<file path="config.mk">
export PLATFORM = sky130hd
export DESIGN_NAME = perf_event_pair
export DESIGN_NICKNAME = d
export VERILOG_FILES = /design/src/rtl/pec_pkg.sv /design/src/rtl/perf_ctl.sv /design/src/rtl/perf_dp.sv /design/src/rtl/perf_event_pair.sv
export SDC_FILE = /design/constraint.sdc
export NUM_CORES = 1
export LEC_CHECK = 0
export ABC_AREA = 1
export BUFFER_PORTS_ARGS = -buffer_cell sky130_fd_sc_hd__buf_4
export CAP_MARGIN = 5
export CELL_PAD_IN_SITES_DETAIL_PLACEMENT = 1
export CELL_PAD_IN_SITES_GLOBAL_PLACEMENT = 2
export CORE_MARGIN = 4
export CORE_UTILIZATION = 31
export CTS_CLUSTER_DIAMETER = 50
export DETAILED_ROUTE_END_ITERATION = 16
export GPL_TIMING_DRIVEN = 1
export PLACE_DENSITY = 0.87
export RECOVER_POWER = 100
export SYNTH_ARGS = -nofsm -noshare
export SYNTH_HDL_FRONTEND = slang
export SYNTH_HIERARCHICAL = 1
export SYNTH_SLANG_ARGS = --single-unit
</file>
<file path="constraint.sdc">
create_clock -name clk -period 2.8 [get_ports clk]
set_input_delay 0.28 -clock clk [delete_from_list [all_inputs] [get_ports clk]]
set_output_delay 0.28 -clock clk [all_outputs]
set_load 0.05 [all_outputs]
</file>
<file path="src/rtl/pec_pkg.sv">
package pec_pkg;
  localparam int SEL_W = 6;
  localparam int EVT_W = 1 << SEL_W;
  localparam int CTRL_W = 16;
  localparam int EN_B = 15;
  localparam int START_B = 14;
  localparam int CLR_B = 13;
  localparam int CLK_B = 8;
  localparam int CTRL_BASE = 'h00;
  localparam int CNT_BASE = 'h10;
  localparam int CTRL_STRIDE = 4;
  localparam int PAIR_STRIDE = 8;
  localparam int LO_OFS = 4;
  localparam logic [CTRL_W-1:0] KEEP_MASK =
    CTRL_W'((1 << EN_B) | (1 << START_B) | (1 << CLK_B) | ((1 << SEL_W) - 1));

  typedef struct packed {
    logic clr;
    logic wrHi;
    logic wrLo;
    logic snap;
    logic inc;
  } cnt_cmd_t;
endpackage

</file>
<file path="src/rtl/perf_ctl.sv">
module perf_ctl
  import pec_pkg::*;
#(
  parameter int NUM_CNT = 2,
  parameter int CNT_W = 48,
  parameter int HI_W = 16,
  parameter int ADDR_W = 6,
  parameter int DATA_W = 32
) (
  input  logic                               clk,
  input  logic                               rstN,
  input  logic                               busSel,
  input  logic                               busWr,
  input  logic [ADDR_W-1:0]                  busAddr,
  input  logic [CTRL_W-1:0]                  ctrlWdata,
  input  logic [EVT_W-1:0]                   eventStrobes,
  input  logic [NUM_CNT-1:0][CNT_W-1:0]      cntFlat,
  input  logic [NUM_CNT-1:0][HI_W-1:0]       snapFlat,
  output cnt_cmd_t [NUM_CNT-1:0]             cmd,
  output logic [NUM_CNT-1:0][CTRL_W-1:0]     ctrlFlat,
  output logic [DATA_W-1:0]                  busRdata
);
  localparam int LO_W = CNT_W - HI_W;

  logic isWr, isRd;
  logic [NUM_CNT-1:0] ctrlHit, hiHit, loHit;
  logic [NUM_CNT-1:0][CTRL_W-1:0] ctrlQ;
  logic [DATA_W-1:0] rdNext;

  assign isWr = busSel && busWr;
  assign isRd = busSel && !busWr;

  for (genvar g = 0; g < NUM_CNT; g++) begin : gCtl
    localparam logic [ADDR_W-1:0] CTRL_A = ADDR_W'(CTRL_BASE + g * CTRL_STRIDE);
    localparam logic [ADDR_W-1:0] HI_A = ADDR_W'(CNT_BASE + g * PAIR_STRIDE);
    localparam logic [ADDR_W-1:0] LO_A = ADDR_W'(CNT_BASE + g * PAIR_STRIDE + LO_OFS);

    assign ctrlHit[g] = busAddr == CTRL_A;
    assign hiHit[g] = busAddr == HI_A;
    assign loHit[g] = busAddr == LO_A;

    always_ff @(posedge clk) begin
      if (!rstN) ctrlQ[g] <= '0;
      else if (isWr && ctrlHit[g]) ctrlQ[g] <= ctrlWdata & KEEP_MASK;
    end

    assign cmd[g].clr = isWr && ctrlHit[g] && ctrlWdata[CLR_B];
    assign cmd[g].wrHi = isWr && hiHit[g];
    assign cmd[g].wrLo = isWr && loHit[g];
    assign cmd[g].snap = isRd && loHit[g];
    assign cmd[g].inc = ctrlQ[g][EN_B] && ctrlQ[g][START_B] &&
                        eventStrobes[ctrlQ[g][SEL_W-1:0]];
  end

  assign ctrlFlat = ctrlQ;

  always_comb begin
    rdNext = '0;
    for (int i = 0; i < NUM_CNT; i++) begin
      if (ctrlHit[i]) rdNext = DATA_W'(ctrlQ[i]);
      if (hiHit[i]) rdNext = DATA_W'(snapFlat[i]);
      if (loHit[i]) rdNext = DATA_W'(cntFlat[i][LO_W-1:0]);
    end
  end

  always_ff @(posedge clk) begin
    if (!rstN) busRdata <= '0;
    else busRdata <= isRd ? rdNext : '0;
  end
endmodule

</file>
<file path="src/rtl/perf_dp.sv">
module perf_dp
  import pec_pkg::*;
#(
  parameter int NUM_CNT = 2,
  parameter int CNT_W = 48,
  parameter int HI_W = 16,
  parameter int DATA_W = 32
) (
  input  logic                           clk,
  input  logic                           rstN,
  input  cnt_cmd_t [NUM_CNT-1:0]         cmd,
  input  logic [DATA_W-1:0]              wdata,
  output logic [NUM_CNT-1:0][CNT_W-1:0]  cntFlat,
  output logic [NUM_CNT-1:0][HI_W-1:0]   snapFlat
);
  localparam int LO_W = CNT_W - HI_W;

  for (genvar g = 0; g < NUM_CNT; g++) begin : gCnt
    logic [CNT_W-1:0] countQ;
    logic [HI_W-1:0] snapQ;

    always_ff @(posedge clk) begin
      if (!rstN) countQ <= '0;
      else if (cmd[g].clr) countQ <= '0;
      else if (cmd[g].wrHi) countQ[CNT_W-1:LO_W] <= wdata[HI_W-1:0];
      else if (cmd[g].wrLo) countQ[LO_W-1:0] <= wdata[LO_W-1:0];
      else if (cmd[g].inc) countQ <= countQ + 1'b1;
    end

    always_ff @(posedge clk) begin
      if (!rstN) snapQ <= '0;
      else if (cmd[g].snap) snapQ <= countQ[CNT_W-1:LO_W];
    end

    assign cntFlat[g] = countQ;
    assign snapFlat[g] = snapQ;
  end
endmodule

</file>
<file path="src/rtl/perf_event_pair.sv">
module perf_event_pair
  import pec_pkg::*;
#(
  parameter int NUM_CNT = 2,
  parameter int CNT_W = 48,
  parameter int ADDR_W = 6,
  parameter int DATA_W = 32
) (
  input  logic              clk,
  input  logic              rstN,
  input  logic              busSel,
  input  logic              busWr,
  input  logic [ADDR_W-1:0] busAddr,
  input  logic [DATA_W-1:0] busWdata,
  output logic [DATA_W-1:0] busRdata,
  input  logic [EVT_W-1:0]  eventStrobes
);
  localparam int HI_W = CNT_W - DATA_W;

  cnt_cmd_t [NUM_CNT-1:0] cmd;
  logic [NUM_CNT-1:0][CNT_W-1:0] cntFlat;
  logic [NUM_CNT-1:0][HI_W-1:0] snapFlat;
  logic [NUM_CNT-1:0][CTRL_W-1:0] ctrlFlat;

  perf_ctl #(.NUM_CNT(NUM_CNT), .CNT_W(CNT_W), .HI_W(HI_W), .ADDR_W(ADDR_W),
             .DATA_W(DATA_W)) u_ctl (
    .clk(clk), .rstN(rstN), .busSel(busSel), .busWr(busWr), .busAddr(busAddr),
    .ctrlWdata(busWdata[CTRL_W-1:0]), .eventStrobes(eventStrobes),
    .cntFlat(cntFlat), .snapFlat(snapFlat), .cmd(cmd), .ctrlFlat(ctrlFlat),
    .busRdata(busRdata));

  perf_dp #(.NUM_CNT(NUM_CNT), .CNT_W(CNT_W), .HI_W(HI_W), .DATA_W(DATA_W)) u_dp (
    .clk(clk), .rstN(rstN), .cmd(cmd), .wdata(busWdata),
    .cntFlat(cntFlat), .snapFlat(snapFlat));
endmodule

</file>
==> impl_metrics.tcl <==
set metrics [dict create \
    reg2reg_slack_ps 200 \
    r2r_cells 17 \
    worstPathRequired_ps 3190 \
    tightest_slew_ps 1370 \
    grt-ovfl-total 0 \
    ant_nets 0 \
    cts_resized 0 \
    p_sw_mw 1.47 \
    utilization_pct 37.1 \
    p_clk_share_pct 46.7 \
    p_leak_nw 5.16 \
    setup_tns_ps 0 \
    ys_warn_count 6 \
    wirelength_um 55100 \
    grt_max_degree 44 \
    rsz0062_at_grt "no" \
    seq_area_um2 3560 \
    path_max_fanout 29 \
    syn_nets 2085 \
    vias 14100 \
    final_hold_viol_count 0 \
    cts_sinks 178 \
    critPathSlowestCell "dfxtp_1" \
    crit_type "register to register" \
    cts_root_buf "clkbuf_16" \
    min_path_cells 3 \
    worst-path-stages 17 \
    cts_buffer_depth 2 \
    cp_cell_sequence "inv_2, buf_4, nand2_1, nand3_1, nand3_1, nand2_1, nand2_1, nand3_1, nand3_1, a21oi_4, inv_1, a21oi_4, inv_2, buf_6, a21oi_1, nand2_1, a21oi_1" \
    placementRows 71 \
    die-area_um2 42100 \
    placed_area_um2 13700 \
    pwr-share-seq_pct 46.1 \
    clock_skew_ps 14.2 \
    nets 2200 \
    fp.dieH_um 205 \
    drt_iter0_drc 963 \
    worstPathArrival_ps 2990 \
    period_share_pct 92.9 \
    layout_min_cycle_time_ps 2600 \
    drv_slew 0 \
    final_common_cell "nand2_1" \
    drc 0 \
    clkTransAtPathRegs_ps 80 \
    postSynthAreaPerCell_um2 6.09 \
    whs_endpoint "u_ctl/ctrlFlat[24]$_SDFFE_PN0N_" \
    grt_antenna_before_repair 1 \
    p_int_mw 4.03 \
    cts_tree "yes" \
    relSlewSlack_pct 8.58 \
    core_area_um2 38000 \
    power_density_nw_per_um2 390 \
    finish.instance_area_um2 14100 \
    dpl.hpwl_um 43600 \
    cp-start-kind "register" \
    path_delay_family "compound AO/OA/AOI/OAI gates" \
    viasPerCell 5.39 \
    r2r-end "u_dp/gCnt[1].countQ[20]$_SDFFE_PP0P_" \
    start_util_pct 31.7 \
    final_cell_mix "nand2_1 (590), a21oi_1 (204), nand3_1 (181), dfxtp_1 (178)" \
    diodes 0 \
    worstReg2RegStart "u_ctl/ctrlFlat[16]$_SDFFE_PN0N_" \
    grt_pass1_vias 14100 \
    post-cts-setup-buffer-count 0 \
    syn_to_final_growth_pct 17.2 \
    htree_num_levels 4 \
    setup_viol 0 \
    postCtsHoldBufs 0 \
    cts_inserted_buffers 17 \
    max_cap_violations 0 \
    switching_share_pct 26.7 \
    die_x_um 205 \
    outcome "completed" \
    peakVddDrop_v 0.000439 \
    hold_class "input port to register" \
    max_stage_delay_ps 380 \
    grt_pass1_wl_um 84400 \
    drive_gt1_share_pct 13.9 \
    clock_latency_ps 460 \
    hp-start "busWdata[8]" \
    critPathBufInv 5 \
    fmax_ghz 0.384 \
    io_buffers 137 \
    multi_input_area_um2 7270 \
    routabilityCongestion 0.910 \
    syn-cell-area_um2 12000 \
    endpoint_kind "register" \
    combPwrFrac_pct 7.2 \
    syn_inst 1977 \
    grt_usage_pct 25.8 \
    dr.pass1.iters 5 \
    ios 138 \
    nFillCells 5132 \
    wl_per_cell_um 21.0 \
]
-- worst reg2reg max path, cell delays in order, from the launching register on --
cell	delay, ps
dfxtp_1	380
inv_2	90
buf_4	250
nand2_1	90
nand3_1	70
nand3_1	70
nand2_1	90
nand2_1	50
nand3_1	90
nand3_1	140
a21oi_4	250
inv_1	110
a21oi_4	210
inv_2	60
buf_6	190
a21oi_1	170
nand2_1	80
a21oi_1	150
-- metal layers --
| layer | GRT usage (%) | share of wire (%) |
|---|---|---|
| met1 | 34.9 | 45 |
| met2 | 41.6 | 45 |
| met3 | 4.29 | 6.4 |
| met4 | 9.19 | 3.4 |
| met5 | 0 | 0.024 |
-- how the worst max path moves through the flow --
| stage | from | endpoint | slack (ps) |
|---|---|---|---|
| final | u_ctl/ctrlFlat[16]$_SDFFE_PN0N_ | u_dp/gCnt[1].countQ[20]$_SDFFE_PP0P_ | 200 |
| after global routing | u_ctl/ctrlFlat[0]$_SDFFE_PN0N_ | u_dp/gCnt[0].countQ[44]$_SDFFE_PP0P_ | 20 |
| after CTS | u_ctl/ctrlFlat[16]$_SDFFE_PN0N_ | u_dp/gCnt[1].countQ[27]$_SDFFE_PP0P_ | 50 |
| after detailed placement | u_ctl/ctrlFlat[16]$_SDFFE_PN0N_ | u_dp/gCnt[1].countQ[26]$_SDFFE_PP0P_ | 60 |
| after global placement | u_ctl/ctrlFlat[16]$_SDFFE_PN0N_ | u_dp/gCnt[1].countQ[27]$_SDFFE_PP0P_ | 130 |
| after floorplan | u_ctl/ctrlFlat[16]$_SDFFE_PN0N_ | u_dp/gCnt[1].countQ[13]$_SDFFE_PP0P_ | 650 |
-- per-stage QoR --
stage          setup WS, ps  total power [mW]  hold slack [ps]  std cells
2_1_floorplan           652              2.74              415       1977
3_3_place_gp            130              3.00              460       2584
3_5_place_dp           58.2              3.00              472       2584
4_1_cts                48.3              5.54             75.9       2616
5_1_grt                22.0              5.67              106       2616
6_report                197              5.51             99.0       2616
-- cell type report --
| type | count | share of cell area (%) |
|---|---|---|
| clock inverters | 15 | 1.21 |
| well taps | 511 | 4.53 |
| repair buffers | 184 | 9.29 |
| flip-flops and latches | 178 | 25.3 |
| clock buffers | 17 | 3.01 |
| inverters | 193 | 5.15 |
| multi-input cells | 1518 | 51.5 |
-- registers in the layout, summed over array words and instances (netlist names) --
| signal | cells |
|---|---|
| u_dp/gCnt.countQ | 96 |
| u_ctl/busRdata | 32 |
| u_dp/gCnt.snapQ | 32 |
| u_ctl/ctrlFlat | 18 |
-- power groups by stage --
stage | registers (mW) | logic [mW] | clock network [mW]
6_report | 2.54 | 0.399 | 2.57
5_1_grt | 2.54 | 0.427 | 2.70
4_1_cts | 2.54 | 0.404 | 2.60
3_5_place_dp | 2.60 | 0.402 | 0
3_3_place_gp | 2.60 | 0.403 | 0
2_1_floorplan | 2.60 | 0.145 | 0
Power figures use the tool's default switching activity.
